$ cat src/rtl/sdram_init_pkg.sv
package sdram_init_pkg;

  typedef enum logic [2:0] {
    ST_IDLE,
    ST_PRE,
    ST_PRE_GAP,
    ST_REF,
    ST_REF_GAP,
    ST_MRS,
    ST_MRS_GAP,
    ST_RUN
  } seq_state_e;

  typedef struct packed {
    logic cs_n;
    logic ras_n;
    logic cas_n;
    logic we_n;
  } sdram_cmd_t;

  localparam sdram_cmd_t CMD_NOP = '{cs_n: 1'b0, ras_n: 1'b1, cas_n: 1'b1, we_n: 1'b1};
  localparam sdram_cmd_t CMD_PRE = '{cs_n: 1'b0, ras_n: 1'b0, cas_n: 1'b1, we_n: 1'b0};
  localparam sdram_cmd_t CMD_REF = '{cs_n: 1'b0, ras_n: 1'b0, cas_n: 1'b0, we_n: 1'b1};
  localparam sdram_cmd_t CMD_LMR = '{cs_n: 1'b0, ras_n: 1'b0, cas_n: 1'b0, we_n: 1'b0};

endpackage

$ cat src/rtl/sdram_gap_timer.sv
// Counts the no-operation gap after a command. A load value of 0 acts as 1.
module sdram_gap_timer #(
  parameter int WAIT_W = 8
) (
  input  logic              clk,
  input  logic              rst_n,
  input  logic              load,
  input  logic [WAIT_W-1:0] load_val,
  output logic              expired
);
  logic [WAIT_W-1:0] cnt_q, cnt_d;
  logic              cnt_en;

  always_comb begin
    cnt_en = load | (cnt_q != '0);
    if (load) cnt_d = (load_val == '0) ? WAIT_W'(1) : load_val;
    else      cnt_d = cnt_q - WAIT_W'(1);
  end

  always_ff @(posedge clk or negedge rst_n) begin
    if (!rst_n)      cnt_q <= '0;
    else if (cnt_en) cnt_q <= cnt_d;
  end

  assign expired = (cnt_q == WAIT_W'(1));
endmodule

$ cat src/rtl/sdram_refresh_timer.sv
// Free-running refresh interval counter, active only while enabled.
module sdram_refresh_timer #(
  parameter int REF_W = 12
) (
  input  logic             clk,
  input  logic             rst_n,
  input  logic             en,
  input  logic [REF_W-1:0] period,
  output logic             req
);
  logic [REF_W-1:0] cnt_q, cnt_d, last;
  logic             hit, req_d, req_q;

  always_comb begin
    last  = (period == '0) ? '0 : period - REF_W'(1);
    hit   = en & (cnt_q >= last);
    cnt_d = (!en || hit) ? '0 : cnt_q + REF_W'(1);
    req_d = hit;
  end

  always_ff @(posedge clk or negedge rst_n) begin
    if (!rst_n) begin
      cnt_q <= '0;
      req_q <= 1'b0;
    end else begin
      cnt_q <= cnt_d;
      req_q <= req_d;
    end
  end

  assign req = req_q;

  assert_req_needs_enable_R6: assert property (@(posedge clk) disable iff (!rst_n)
    req_q |-> en);
endmodule

$ cat src/rtl/sdram_cmd_encode.sv
// Maps the sequencer state to the command pins, address and bank.
module sdram_cmd_encode
  import sdram_init_pkg::*;
#(
  parameter int ADDR_W = 13,
  parameter int BANK_W = 2,
  parameter int AP_BIT = 10
) (
  input  seq_state_e        state,
  input  logic [ADDR_W-1:0] mode_word,
  output sdram_cmd_t        cmd,
  output logic [ADDR_W-1:0] addr,
  output logic [BANK_W-1:0] bank
);
  always_comb begin
    cmd  = CMD_NOP;
    addr = '0;
    bank = '0;
    unique case (state)
      ST_PRE: begin
        cmd          = CMD_PRE;
        addr[AP_BIT] = 1'b1;
      end
      ST_REF: cmd = CMD_REF;
      ST_MRS: begin
        cmd  = CMD_LMR;
        addr = mode_word;
      end
      default: cmd = CMD_NOP;
    endcase
  end
endmodule

$ cat src/rtl/sdram_pwrup_seq.sv
module sdram_pwrup_seq
  import sdram_init_pkg::*;
#(
  parameter int ADDR_W    = 13,
  parameter int BANK_W    = 2,
  parameter int AP_BIT    = 10,
  parameter int WAIT_W    = 8,
  parameter int REF_W     = 12,
  parameter int N_REFRESH = 8
) (
  input  logic              clk,
  input  logic              rst_n,
  input  logic              start,
  input  logic [ADDR_W-1:0] mode_word,
  input  logic [WAIT_W-1:0] gap_precharge,
  input  logic [WAIT_W-1:0] gap_refresh,
  input  logic [WAIT_W-1:0] gap_mode,
  input  logic [REF_W-1:0]  refresh_period,
  output logic              cmd_cs_n,
  output logic              cmd_ras_n,
  output logic              cmd_cas_n,
  output logic              cmd_we_n,
  output logic [ADDR_W-1:0] cmd_addr,
  output logic [BANK_W-1:0] cmd_bank,
  output logic              busy,
  output logic              done,
  output logic              refresh_req
);
  localparam int RC_W = $clog2(N_REFRESH + 1);

  seq_state_e        state_q, state_d;
  logic [RC_W-1:0]   ref_cnt_q, ref_cnt_d;
  logic              ref_cnt_en;
  logic              gap_load, gap_expired;
  logic [WAIT_W-1:0] gap_val;
  sdram_cmd_t        cmd;

  // next-state process
  always_comb begin
    state_d = state_q;
    unique case (state_q)
      ST_IDLE:    if (start) state_d = ST_PRE;
      ST_PRE:     state_d = ST_PRE_GAP;
      ST_PRE_GAP: if (gap_expired) state_d = ST_REF;
      ST_REF:     state_d = ST_REF_GAP;
      ST_REF_GAP: if (gap_expired)
                    state_d = (ref_cnt_q == RC_W'(N_REFRESH)) ? ST_MRS : ST_REF;
      ST_MRS:     state_d = ST_MRS_GAP;
      ST_MRS_GAP: if (gap_expired) state_d = ST_RUN;
      ST_RUN:     state_d = ST_RUN;
      default:    state_d = ST_IDLE;
    endcase
  end

  // refresh counter and gap loading
  always_comb begin
    ref_cnt_en = (state_q == ST_IDLE) | (state_q == ST_REF);
    ref_cnt_d  = (state_q == ST_IDLE) ? '0 : ref_cnt_q + RC_W'(1);
    gap_load   = (state_q == ST_PRE) | (state_q == ST_REF) | (state_q == ST_MRS);
    unique case (state_q)
      ST_PRE:  gap_val = gap_precharge;
      ST_REF:  gap_val = gap_refresh;
      default: gap_val = gap_mode;
    endcase
  end

  // register process
  always_ff @(posedge clk or negedge rst_n) begin
    if (!rst_n) begin
      state_q   <= ST_IDLE;
      ref_cnt_q <= '0;
    end else begin
      state_q <= state_d;
      if (ref_cnt_en) ref_cnt_q <= ref_cnt_d;
    end
  end

  sdram_gap_timer #(.WAIT_W(WAIT_W)) i_gap (
    .clk      (clk),
    .rst_n    (rst_n),
    .load     (gap_load),
    .load_val (gap_val),
    .expired  (gap_expired)
  );

  sdram_cmd_encode #(.ADDR_W(ADDR_W), .BANK_W(BANK_W), .AP_BIT(AP_BIT)) i_enc (
    .state     (state_q),
    .mode_word (mode_word),
    .cmd       (cmd),
    .addr      (cmd_addr),
    .bank      (cmd_bank)
  );

  assign busy = (state_q != ST_IDLE) && (state_q != ST_RUN);
  assign done = (state_q == ST_RUN);

  sdram_refresh_timer #(.REF_W(REF_W)) i_rtmr (
    .clk    (clk),
    .rst_n  (rst_n),
    .en     (done),
    .period (refresh_period),
    .req    (refresh_req)
  );

  assign cmd_cs_n  = cmd.cs_n;
  assign cmd_ras_n = cmd.ras_n;
  assign cmd_cas_n = cmd.cas_n;
  assign cmd_we_n  = cmd.we_n;

  assert_precharge_first_R1: assert property (@(posedge clk) disable iff (!rst_n)
    $rose(busy) |-> (cmd == CMD_PRE && cmd_addr[AP_BIT] && cmd_bank == '0));

  assert_eight_refreshes_R2: assert property (@(posedge clk) disable iff (!rst_n)
    (cmd == CMD_LMR) |-> (ref_cnt_q == RC_W'(N_REFRESH)));

  assert_mode_on_addr_R3: assert property (@(posedge clk) disable iff (!rst_n)
    (cmd == CMD_LMR) |-> (cmd_addr == mode_word && cmd_bank == '0));

  assert_nop_after_cmd_R4: assert property (@(posedge clk) disable iff (!rst_n)
    (busy && cmd != CMD_NOP) |=> (cmd == CMD_NOP));

  assert_done_holds_R5: assert property (@(posedge clk) disable iff (!rst_n)
    done |=> (done && !busy));

  assert_no_restart_R7: assert property (@(posedge clk) disable iff (!rst_n)
    busy |=> (busy || done));
endmodule

$ cat config.mk
export PLATFORM = sky130hd
export DESIGN_NAME = sdram_pwrup_seq
export DESIGN_NICKNAME = d
export VERILOG_FILES = /design/src/rtl/sdram_init_pkg.sv /design/src/rtl/sdram_gap_timer.sv /design/src/rtl/sdram_refresh_timer.sv /design/src/rtl/sdram_cmd_encode.sv /design/src/rtl/sdram_pwrup_seq.sv
export SDC_FILE = /design/constraint.sdc
export NUM_CORES = 1
export LEC_CHECK = 0
export ABC_AREA = 1
export ABC_CLOCK_PERIOD_IN_PS = 1900
export BUFFER_PORTS_ARGS = -buffer_cell sky130_fd_sc_hd__buf_4
export CAP_MARGIN = 0
export CORE_MARGIN = 10
export CORE_UTILIZATION = 45
export DETAILED_ROUTE_END_ITERATION = 10
export GPL_ROUTABILITY_DRIVEN = 0
export HOLD_SLACK_MARGIN = 0.15
export PLACE_DENSITY = 0.74
export SLEW_MARGIN = 20
export SYNTH_ARGS = -nofsm -noshare
export SYNTH_HDL_FRONTEND = slang
export SYNTH_SLANG_ARGS = --single-unit
$ cat constraint.sdc
create_clock -name clk -period 1.9 [get_ports clk]
set_input_delay 0.095 -clock clk [delete_from_list [all_inputs] [get_ports clk]]
set_output_delay 0.095 -clock clk [all_outputs]
set_load 0.01 [all_outputs]
======== After elaboration in Yosys (flattened, before gate mapping) ========
Cells that the tools add are included.
operators by class
  eq/ne operators ......................... 14
  bitwise gates (word level) .............. 5
  reduce and logical (&&, ||, !) cells .... 9
  mux-type cells .......................... 16
  $lt $le $gt $ge ......................... 1
  add/subtract/negate cells ............... 4
operators by type and width
  operator                 count
  $mux W12                 2
  $pmux W3 S8              1
  $mux W8                  2
  $pmux W8 S2              1
  $mux W3                  5
  $add A12 B1 Y12 const B  1
  $eq A3 B3 Y1 const B     4
  $ge A12 B12 Y1           1
  $logic_not A12 Y1        1
  $sub A12 B1 Y12 const B  1
  $mux W10                 1
  $pmux W3 S3              1
  $eq A8 B1 Y1 const B     1
  $logic_not A8 Y1         1
  $ne A2 B2 Y1 const B     4
  $reduce_bool A8 Y1       1
  $sub A8 B1 Y8 const B    1
  $eq A3 B2 Y1 const B     2
  $add A4 B1 Y4 const B    1
  $eq A4 B4 Y1 const B     1
  $mux W4                  1
  $or A1 B1 Y1             4
  $reduce_and A4 Y1        1
  $eq A3 B1 Y1 const B     1
  other kinds (9)          9
storage, ports and cells
  register bits ........................... 28

======== Logic depth before layout (Yosys ltp) ========
Gate-level depths: netlist (run 1).
  word-level depth ........................ 6
  depth in mapped cells ................... 15
  depth with buffers taken out ............ 15

======== Hierarchy ========
From an unflattened synthesis (run 1), not the netlist that was laid out.
unflattened totals
  cell total of the unflattened synthesis .. 407
  area total of the unflattened synthesis .. 2776.4 um^2
modules (own cells, without submodules)
  module               cells each  area each (um^2)  times used
  sdram_refresh_timer  182         1286.2            1
  sdram_pwrup_seq      98          703.2             1
  sdram_gap_timer      87          580.6             1
  sdram_cmd_encode     40          206.4             1

======== Worst setup path after synthesis (run 1) ========
Ideal clock, no wire load.
  kind .................................... input to register
  from .................................... input port refresh_period[0]
  to ...................................... register i_rtmr.cnt_q[10]
  setup slack ............................. -0.115 ns
  required time ........................... 1.826 ns
  path buffers ............................ 1
  stages .................................. 13
  arrival time ............................ 1.941 ns
  cells stage by stage .................... inv_1 > ha_1 > nand2_1 > nor3_1 > nand3_1 > nand3_1 > ha_1 > a21oi_1 > o21ai_0 > a21oi_1 > nand4_1 > clkbuf_1 > nor2_1
between the ends
  word-level cells in the longest chain between the ends .. 6
RTL lines
  element                                               RTL line                   source
  start, declared                                       sdram_pwrup_seq.sv:18      input logic [REF_W-1:0] refresh_period,
  $sub A12 B1 Y12 or $logic_not A12 Y1 (tied branches)  sdram_refresh_timer.sv:15  last = (period == '0) ? '0 : period - REF_W'(1);
  $mux W12 *                                            sdram_refresh_timer.sv:15
  $ge A12 B12 Y1 *                                      sdram_refresh_timer.sv:16  hit = en & (cnt_q >= last);
  $and A1 B1 Y1 *                                       sdram_refresh_timer.sv:16
  $logic_or A1 B1 Y1 *                                  sdram_refresh_timer.sv:17  cnt_d = (!en || hit) ? '0 : cnt_q + REF_W'(1);
  $mux W12 *                                            sdram_refresh_timer.sv:17
  named net i_rtmr.cnt_d[10]                            sdram_refresh_timer.sv:11  logic [REF_W-1:0] cnt_q, cnt_d, last;
  end signal, assigned                                  sdram_refresh_timer.sv:26  cnt_q <= cnt_d;
  end, declared                                         sdram_refresh_timer.sv:11
The timed path passes the listed nets; every way through them passes the cells marked *.
A chain may end at the register's enable or synchronous reset.

======== Worst setup path in the final report (run 1) ========
  from .................................... input port refresh_period[4]
  to ...................................... register i_rtmr.cnt_q[7]
Same word-level chain as after synthesis.

==> results of run 1 <==
[metrics by stage]
step | util [%] | instance area, um2 | std cells | worst slack (ps) | power [uW]
final | 68.6 | 3520 | 527 | -81.0 | 1220
after global routing | 68.6 | 3520 | 527 | -161 | 1290
after CTS | 65.4 | 3360 | 526 | 1.56 | 1200
after detailed placement | 62.0 | 3190 | 518 | -418 | 831
after global placement | 62.0 | 3190 | 518 | -345 | 827
after floorplan | - | 2440 | 362 | 11.8 | 695
[worst max-delay path, cell delays in order]
cell	delay [ps]
buf_8	110
nor2_4	130
nand4_1	190
nor4_4	330
buf_4	160
or2_2	110
ha_4	200
a21oi_4	150
o21ai_2	70
nand3_1	110
nand4_1	110
buf_4	160
clkbuf_16	160
nor2_4	90
[final cells by class]
type / count / share of cell area [%]
clock buffer: 4 / 1.56
tap: 70 / 2.48
timing repair buffer: 99 / 22.3
multi-input combinational: 269 / 47.5
sequential: 28 / 19.9
inverter: 57 / 6.28
[Yosys cell counts (all sizes together), types with 7 or more instances]
cell and n:
ha 19, nor2 68, o21ai 17, inv 57, a21oi 16, xnor2 8
nand2 69, xor2 8, dfrtp 28, buf 7, nand3 29, nand4 14
[repair_timing]
item | 4_1_cts | 5_1_grt
hold buffers | 1 | 0
hold endpoints to repair | 28 | 0
endpoints found under the setup margin | 12 | 13
pin swaps | 11 | 18
gates cloned | 2 | 0
setup buffers | 1 | 3
resized for setup | 21 | 44
[cells by family (layout without fill, tap and decap cells)]
group / after synthesis / in the layout / share of synthesized area, %
AND/OR/NAND/NOR: 189 / 190 / 34.3
buffers and inverters: 66 / 160 / 11.3
AO/OA/AOI/OAI: 41 / 41 / 9.36
flip-flops: 28 / 28 / 29.1
adder cells (fa/ha/maj): 19 / 19 / 9.88
XOR/XNOR: 16 / 16 / 5.82
other: 1 / 3 / 0.156
[per-layer routing]
layer	vias to the layer above	routed length (um)	GRT usage, %
met4	0	61	3.47
met1	1194	3110	18.6
met5	-	0	0
li1	1347	-	-
met3	4	713	6.87
met2	97	3290	25.1
[report_power, final]
part	total, uW	leakage, uW	switching (uW)	internal, uW
sequential	600	0.000363	3.57	597
combinational	265	0.00142	121	144
clock	356	0.0000288	171	185
[worst max path at each step]
stage	from	cells after the start	slack, ps	end
2_1_floorplan	refresh_period[3]	14	10	i_rtmr.cnt_q[6]
3_3_place_gp	refresh_period[0]	14	-350	i_rtmr.cnt_q[11]
3_5_place_dp	refresh_period[0]	14	-420	i_rtmr.cnt_q[11]
4_1_cts	refresh_period[1]	15	2	i_rtmr.cnt_q[11]
5_1_grt	refresh_period[4]	14	-160	i_rtmr.cnt_q[7]
6_report	refresh_period[4]	14	-80	i_rtmr.cnt_q[7]
[state kept, by name, summed over array words and instances (netlist names)]
signal	flops
i_gap.cnt_q	8
i_rtmr.cnt_q	12
i_rtmr.req	1
ref_cnt_q	4
state_q	3
==> reports/summary.txt, run 1 <==
Clock skew -> 2.33 ps
Setup violations, final -> 6
Global-route wire length before repair -> 11.5 mm
GR Overflow Total -> 0
Worst Hold Depth -> 5
ANT nets after route -> 0
Reg2reg start -> i_rtmr.cnt_q[3]
Initial Util -> 46.8%
Iter 0 DRT Violations -> 129
Worst hold slack -> 185 ps
WP data arrival -> 2190 ps
Most frequent cells in the layout -> 92 x buf_4, 64 x nand2_1, 51 x nor2_1, 46 x inv_1, 27 x dfrtp_1
Clock transition at path regs -> 90 ps
Clock sink total -> 28
Core area -> 5140 um2
Largest net degree at the start of global routing -> 29
CTS buffer count -> 3
Post-synth top flop -> dfrtp_1
Mapped Avg Cell Area -> 6.68 um2
Final WS setup -> -81.0 ps
Largest cells by area after synthesis -> dfrtp_1 29%, nand2_1 10%, nor2_1 10%
HP Class -> in -> reg
Clk buf depth -> 2
FF+latch count, synth -> 28
Crit start category -> input port
Core Rows -> 26
MaxCap Viol Count -> 0
Pins Over Slew Limit -> 0
Ys async rst share -> 100%
N_diodes -> 0
Worst-Skew Late Latency -> 260 ps
Distinct cell type count after synthesis -> 31
Outcome -> complete, but fails checks
Hpwl dp -> 5.48 mm
Root buffer cell -> clkbuf_8
Final Critical Period -> 1980 ps
Critical Path Fanout Max -> 6
Via count -> 2642
Multi-input gate area -> 1670 um2
Gate Count Post-Synth -> 360
Layout area overhead -> 46.5%
Most common cell after layout, fill and taps aside -> buf_4
FF/Latch Area -> 702 um2
Setup TNS -> -407 ps
I/O pins -> 74
Share of cells above drive strength 1 -> 34.1%
Register area share after synthesis -> 29.1%
Synth top area share -> 29.1%
Setup crit end kind -> flip-flop
R2R depth -> 8
Final WL -> 7.18 mm
Mapped Area -> 2410 um2
TritonCTS clock tree -> yes
Width of the chip -> 93.1 um
Final period utilization -> 104%
CP Class -> in -> reg
DRT Pass-1 Iters -> 4
Ys Warns -> 0
Leak Pwr -> 0.00181 uW
Post-synth EDFFs -> 0
Final #Nets -> 529
H-tree levels -> 1
Fin. Hold Viols -> 0
Worst vdd rail ir drop -> 260 uV
Min-Delay Endpoint -> i_gap.cnt_q[7]
Initial antenna violation count -> 0
P per Cell Area -> 346 nW/um2
Violated checks -> negative setup slack
Max Clk Rate -> 505 MHz
Flop-to-flop setup slack -> 140 ps
Post-synth top area cell -> dfrtp_1
DIE HEIGHT -> 93.1 um
PortBufs -> 70
DR vias/cell -> 5.01
Total track usage -> 15.5%
DR DRC count -> 0
CP required -> 2110 ps
Die area -> 8670 um2
Unrepaired setup endpoints after global routing -> yes
Vias in the first global route -> 2633
Per-cell routed wire length -> 13.6 um
Reg-to-reg endpoint -> i_rtmr.cnt_q[7]
Fillers -> 441
Hold path start -> gap_mode[7]
No activity file was read; power rests on OpenSTA's default activity.
==> inputs of run 2 (changes only) <==
--- a/config.mk
+++ b/config.mk
@@ -11,10 +11,11 @@
 export CAP_MARGIN = 0
 export CORE_MARGIN = 10
 export CORE_UTILIZATION = 45
+export CTS_BUF_LIST = sky130_fd_sc_hd__clkbuf_4 sky130_fd_sc_hd__clkbuf_8
 export DETAILED_ROUTE_END_ITERATION = 10
 export GPL_ROUTABILITY_DRIVEN = 0
 export HOLD_SLACK_MARGIN = 0.15
-export PLACE_DENSITY = 0.74
+export PLACE_DENSITY_LB_ADDON = 0.3
 export SLEW_MARGIN = 20
 export SYNTH_ARGS = -nofsm -noshare
 export SYNTH_HDL_FRONTEND = slang
==> run 2 against run 1 <==
  * The flow now finishes without violations
  * Die area stayed put
  * Sequential share of layout area hardly changed
  * Clock skew is 4.1 ps higher
  * Clock power is 1% lower
  * Utilization is 0.17 points lower
  * Critical path depth stayed put
==> reports/summary.txt, run 2 (synthesis results as in run 1) <==
Setup violations, final -> 0 (-6)
Crit path cell chain -> buf_6 > nor2_4 > nand4_1 > nor4_4 > buf_4 > nor2_1 > ha_1 > inv_1 > a21oi_2 > o21ai_1 > nand3_1 > nand4_1 > buf_6 > nor2_1
Vias in the first global route -> 2524 (-4.1%)
Core Rows -> 26 (unchanged)
Final WL -> 6.95 mm (-3.2%)
Core area -> 5140 um2 (unchanged)
CP required -> 2060 ps (-50 ps)
Max Clk Rate -> 551 MHz (+9.2%)
Most common cell after layout, fill and taps aside -> buf_4
Hpwl dp -> 5.40 mm (-1.6%)
Iter 0 DRT Violations -> 113 (-12%)
Leak Pwr -> 0.00180 uW (-0.90%)
Most frequent cells in the layout -> 89 x buf_4, 62 x nand2_1, 51 x nor2_1, 47 x inv_1, 27 x dfrtp_1
Regs by FF count -> i_rtmr.cnt_q: 12 flops, i_gap.cnt_q: 8 flops, ref_cnt_q: 4 flops
Hold path start -> gap_mode[6]
Min-Delay Endpoint -> i_gap.cnt_q[6]
DP Area -> 3140 um2 (-1.3%)
P per Cell Area -> 346 nW/um2 (-0.14%)
Worst path slowest cell -> nor4_4
Via count -> 2603 (-1.5%)
R2R depth -> 8 (unchanged)
Clk buf depth -> 2 (unchanged)
Design area -> 3520 um2 (-0.25%)
Reg2reg start -> i_gap.cnt_q[5]
Reg-to-reg endpoint -> state_q[2]
Clock sink total -> 28 (unchanged)
CP Class -> in -> reg
Width of the chip -> 93.1 um (unchanged)
WP buf/inv -> 4 (unchanged)
Initial antenna violation count -> 0 (unchanged)
Crit start category -> input port
TritonCTS clock tree -> yes
Fin. Hold Viols -> 0 (unchanged)
Largest net degree at the start of global routing -> 29 (unchanged)
Clock skew -> 6.38 ps (+4.05 ps)
WP data arrival -> 1980 ps (-210 ps)
Flop-to-flop setup slack -> 220 ps (+80 ps)
Final Critical Period -> 1810 ps (-167 ps)
Per-cell routed wire length -> 13.2 um (-2.8%)
Largest register by flop count -> i_rtmr.cnt_q
Outcome -> finished, final reports clean
DIE HEIGHT -> 93.1 um (unchanged)
ANT nets after route -> 0 (unchanged)
DRT Pass-1 Iters -> 4 (unchanged)
Worst-Skew Late Latency -> 270 ps (about the same)
CTS buffer count -> 3 (unchanged)
DR DRC count -> 0 (unchanged)
Setup crit end kind -> flip-flop
Setup TNS -> 0 ps (+407 ps)
H-tree levels -> 1 (unchanged)
DR vias/cell -> 4.96 (-1.1%)
Total track usage -> 14.2% (-1.3 points)
Pins Over Slew Limit -> 0 (unchanged)
I/O pins -> 74 (unchanged)
Final period utilization -> 95.5% (-8.8 points)
Delay-heaviest family, CP -> simple AND/OR/NAND/NOR gates
Max FFs per register -> 12 (unchanged)
Final #Nets -> 527 (-0.38%)
PortBufs -> 70 (unchanged)
Max stage delay on crit path -> 370 ps (+40 ps)
MaxCap Viol Count -> 0 (unchanged)
Worst vdd rail ir drop -> 409 uV (+57%)
Share of cells above drive strength 1 -> 35.4% (+1.2 points)
Layout area overhead -> 46.1%
Clock transition at path regs -> 80 ps (about the same)
Global-route wire length before repair -> 10.7 mm (-6.8%)
N_diodes -> 0 (unchanged)
Worst Hold Depth -> 4 (-1)
HP Class -> in -> reg
Root buffer cell -> clkbuf_8
Critical Path Fanout Max -> 7 (+1)
Initial Util -> 46.8% (unchanged)
GR Overflow Total -> 0 (unchanged)
Die area -> 8670 um2 (unchanged)
CP startpoint -> refresh_period[4]
[run 2: worst max path at each step]
stage	depth (start not counted)	endpoint	slack, ps
after floorplan	14	i_rtmr.cnt_q[6]	10
after global placement	13	i_rtmr.cnt_q[10]	-260
after detailed placement	13	i_rtmr.cnt_q[0]	-310
after CTS	13	i_rtmr.cnt_q[0]	3
after global routing	15	i_rtmr.cnt_q[6]	-50
final	14	i_rtmr.cnt_q[6]	90
[run 2: per-stage QoR]
| step | setup WS (ps) | hold WS (ps) | util (%) | std cells | total power (uW) |
|---|---|---|---|---|---|
| final | 86.4 | 206 | 68.4 | 525 | 1220 |
| after global routing | -51.4 | 210 | 68.4 | 525 | 1290 |
| after CTS | 2.81 | 202 | 62.7 | 521 | 1190 |
| after detailed placement | -314 | 38.2 | 61.1 | 514 | 828 |
| after global placement | -260 | 34.8 | 61.1 | 514 | 822 |
| after floorplan | 11.8 | -201 | - | 362 | 695 |
[run 2: per-layer routing]
layer	up-vias	global-route usage [%]	part of all wire [%]
met2	42	27.2	54
met4	0	1.54	0.73
met3	6	3.44	3.8
met1	1203	15.9	42
met5	-	0	0
li1	1352	-	-
[run 2: timing repair]
| action | CTS | global route |
|---|---|---|
| setup buffers | 1 | 5 |
| hold buffers | 1 | 0 |
| endpoints found under the hold margin | 28 | 0 |
| setup endpoints to repair | 12 | 14 |
| resized for setup | 0 | 69 |
| pin swaps | 1 | 26 |
| cloned | 1 | 0 |
[run 2: worst reg2reg max path, stage by stage (launching register included)]
cell and delay, ps:
dfrtp_1 390, inv_1 110, nand2_1 80, nor3_1 290
nand3_1 160, a21oi_1 300, nand3_1 120, nand2_1 80
nand2_1 60
[run 2: where the power goes]
group	internal, uW	switching [uW]	total (uW)
logic	143	121	265
clock network	185	167	352
registers	597	3.26	600
total	925	291	1220
[run 2: layout make-up]
class | instances | area, um2
sequential | 28 | 702
clock buffer | 4 | 55.1
tap | 70 | 87.6
timing repair buffer | 97 | 757
multi-input combinational | 269 | 1690
inverter | 57 | 221
fill | 430 | 1620
==> inputs of run 3 (changes only) <==
--- a/config.mk
+++ b/config.mk
@@ -7,7 +7,7 @@
 export LEC_CHECK = 0
 export ABC_AREA = 1
 export ABC_CLOCK_PERIOD_IN_PS = 1900
-export BUFFER_PORTS_ARGS = -buffer_cell sky130_fd_sc_hd__buf_4
+export BUFFER_PORTS_ARGS = -buffer_cell sky130_fd_sc_hd__buf_2
 export CAP_MARGIN = 0
 export CORE_MARGIN = 10
 export CORE_UTILIZATION = 45
==> run 3 against run 2 <==
  * Utilization decreased by 5.2 points
  * Clock power grew 31%
  * Via count shrank 1.9%
  * Final cell count grew 0.19%
  * Combinational power fell by 16%
  * Critical path depth is 3 higher
  * Total power grew 5.4%
  * Clock-buffer cell count is 1 lower
  * Clock skew rose by 10 ps
==> reports/summary.txt, run 3 (synthesis results as in run 1) <==
Iter 0 DRT Violations -> 150 (+33%)
Worst-Skew Late Latency -> 280 ps (about the same)
Clock skew -> 16.4 ps (+10.0 ps)
WP buf/inv -> 5 (+1)
Regs by FF count -> i_rtmr.cnt_q: 12 flops, i_gap.cnt_q: 8 flops, ref_cnt_q: 4 flops
Most used cell along the critical path -> nand2_1
Die area -> 8670 um2 (unchanged)
DR DRC count -> 0 (unchanged)
DRT Pass-1 Iters -> 5 (+1)
Layout area overhead -> 35.0%
Delay-heaviest family, CP -> simple AND/OR/NAND/NOR gates
Worst slew margin -> 58.7%
HP Class -> in -> reg
DR vias/cell -> 4.86 (-2.1%)
Final Core Density -> 63.2% (-5.2 points)
Final WL -> 6.52 mm (-6.2%)
DIE HEIGHT -> 93.1 um (unchanged)
CP Class -> in -> reg
Fin. Hold Viols -> 0 (unchanged)
PortBufs -> 70 (unchanged)
GR Overflow Total -> 0 (unchanged)
Reg2reg start -> state_q[2]
Crit path cell chain -> buf_2 > nor2_1 > nand2_1 > inv_2 > buf_4 > nand2_1 > xnor2_1 > nand2_1 > ha_1 > nand2_1 > inv_1 > nor2_2 > o21ai_2 > a21oi_2 > nand4_1 > buf_6 > nor2_2
Final period utilization -> 98.3% (+2.9 points)
CTS buffer count -> 3 (unchanged)
Hold path start -> gap_mode[6]
Clk buf depth -> 2 (unchanged)
Worst hold slack -> 171 ps (-35.8 ps)
Setup crit end kind -> flip-flop
Leak Pwr -> 0.00176 uW (-2.1%)
I/O pins -> 74 (unchanged)
# placed instances -> 518 (+0.78%)
Design area -> 3250 um2 (-7.6%)
Initial antenna violation count -> 0 (unchanged)
Critical Path Fanout Max -> 5 (-2)
Pins Over Slew Limit -> 0 (unchanged)
Max Clk Rate -> 535 MHz (-2.9%)
Worst vdd rail ir drop -> 312 uV (-24%)
Worst path slowest cell -> ha_1
Core Rows -> 26 (unchanged)
Worst Hold Depth -> 4 (unchanged)
CP required -> 2100 ps (+40 ps)
WP data arrival -> 2070 ps (+90 ps)
Vias in the first global route -> 2486 (-1.5%)
Global-route wire length before repair -> 10.4 mm (-2.5%)
TritonCTS clock tree -> yes
Final std cells w/o fill -> 526 (+0.19%)
Max stage delay on crit path -> 290 ps (-80 ps)
Root buffer cell -> clkbuf_8
Flop-to-flop setup slack -> 190 ps (-30 ps)
P per Cell Area -> 395 nW/um2 (+14%)
DP Area -> 3000 um2 (-4.6%)
Total track usage -> 13.9% (-0.31 points)
MaxCap Viol Count -> 0 (unchanged)
Setup violations, final -> 0 (unchanged)
N_diodes -> 0 (unchanged)
Clock sink total -> 28 (unchanged)
Worst Tran Pin Value -> 619 ps
Final Critical Period -> 1870 ps (+54.5 ps)
R2R depth -> 8 (unchanged)
Via count -> 2554 (-1.9%)
Clock transition at path regs -> 100 ps (+20 ps)
Largest register by flop count -> i_rtmr.cnt_q
Outcome -> finished, final reports clean
Width of the chip -> 93.1 um (unchanged)
Per-cell routed wire length -> 12.4 um (-6.4%)
Hpwl dp -> 5.08 mm (-5.9%)
Min-Delay Endpoint -> i_gap.cnt_q[6]
Initial Util -> 46.8% (unchanged)
Crit start category -> input port
Unrepaired setup endpoints after global routing -> yes
H-tree levels -> 1 (unchanged)
CP startpoint -> refresh_period[1]
DP Worst Slack -> -320 ps (-5.53 ps)
Most common cell after layout, fill and taps aside -> buf_2
Share of cells above drive strength 1 -> 31.4% (-4.0 points)
Final #Nets -> 528 (+0.19%)
Max FFs per register -> 12 (unchanged)
Largest net degree at the start of global routing -> 29 (unchanged)
Reg-to-reg endpoint -> i_gap.cnt_q[0]
Final WS setup -> 31.9 ps (-54.5 ps)
Most frequent cells in the layout -> 66 x buf_2, 65 x nand2_1, 57 x nor2_1, 48 x inv_1, 28 x dfrtp_1
Core area -> 5140 um2 (unchanged)
ANT nets after route -> 0 (unchanged)
==> run 3: cell count changes in the layout (fill, tap and decap cells not counted), moves of 3 or more <==
| cell | delta |
|---|---|
| buf_2 | +66 |
| buf_4 | -64 |
| nor2_1 | +6 |
| ha_1 | +4 |
| nand2_2 | -4 |
| nor2_2 | -4 |
| a21oi_1 | +3 |
| a21oi_2 | -3 |
| ha_4 | -3 |
| inv_4 | -3 |
| nand2_1 | +3 |
==> run 3: report_power, final <==
part           switching [uW]  internal [uW]  leakage [uW]
clock                     179            282     0.0000357
combinational             111            111       0.00136
sequential               2.01            596      0.000364
total                     293            989       0.00176
==> run 3: worst reg2reg max path, delay by kind of cell, from the launching register on <==
family	cells	cell delay [ps]
and+or+nand+nor	5	690
DFF	1	440
buffers and inverters	2	410
AOI/OAI and AO/OA	1	70
==> run 3: worst max path at each step <==
stage	endpoint	depth (start not counted)	slack (ps)
floorplan	i_rtmr.cnt_q[6]	14	10
finish	i_rtmr.cnt_q[4]	17	30
detailed placement	i_rtmr.cnt_q[6]	13	-320
global route	i_rtmr.cnt_q[11]	15	-80
CTS	i_rtmr.cnt_q[4]	14	4
global placement	i_rtmr.cnt_q[11]	13	-260
==> run 3: per-stage QoR <==
| step | TNS [ps] | total power, uW |
|---|---|---|
| finish | 0 | 1280 |
| floorplan | 0 | 695 |
| global route | -767 | 1350 |
| global placement | -3110 | 797 |
| CTS | 0 | 1270 |
| detailed placement | -3760 | 801 |
==> run 3: layout make-up <==
cell class | instances | area, um2
inverters | 57 | 214
clock buffers | 3 | 41.3
multi-input cells | 269 | 1580
clock inverters | 1 | 30.0
fillers | 457 | 1890
flip-flops and latches | 28 | 701
repair buffers | 98 | 599
well taps | 70 | 87.6
==> run 3: layer usage <==
layer / part of all wire, % / track usage, %
met3: 3.9 / 3.12
met5: 0 / 0
met2: 51 / 25.1
met4: 0.77 / 1.93
met1: 44 / 16.8
==> run 3: what timing repair did <==
item / CTS / global route
endpoints found under the setup margin: 12 / 13
gates resized for setup: 7 / 37
endpoints found under the hold margin: 28 / 0
cloned: 1 / 0
setup buffers: 0 / 2
pin swaps: 6 / 10
hold buffers: 1 / 0
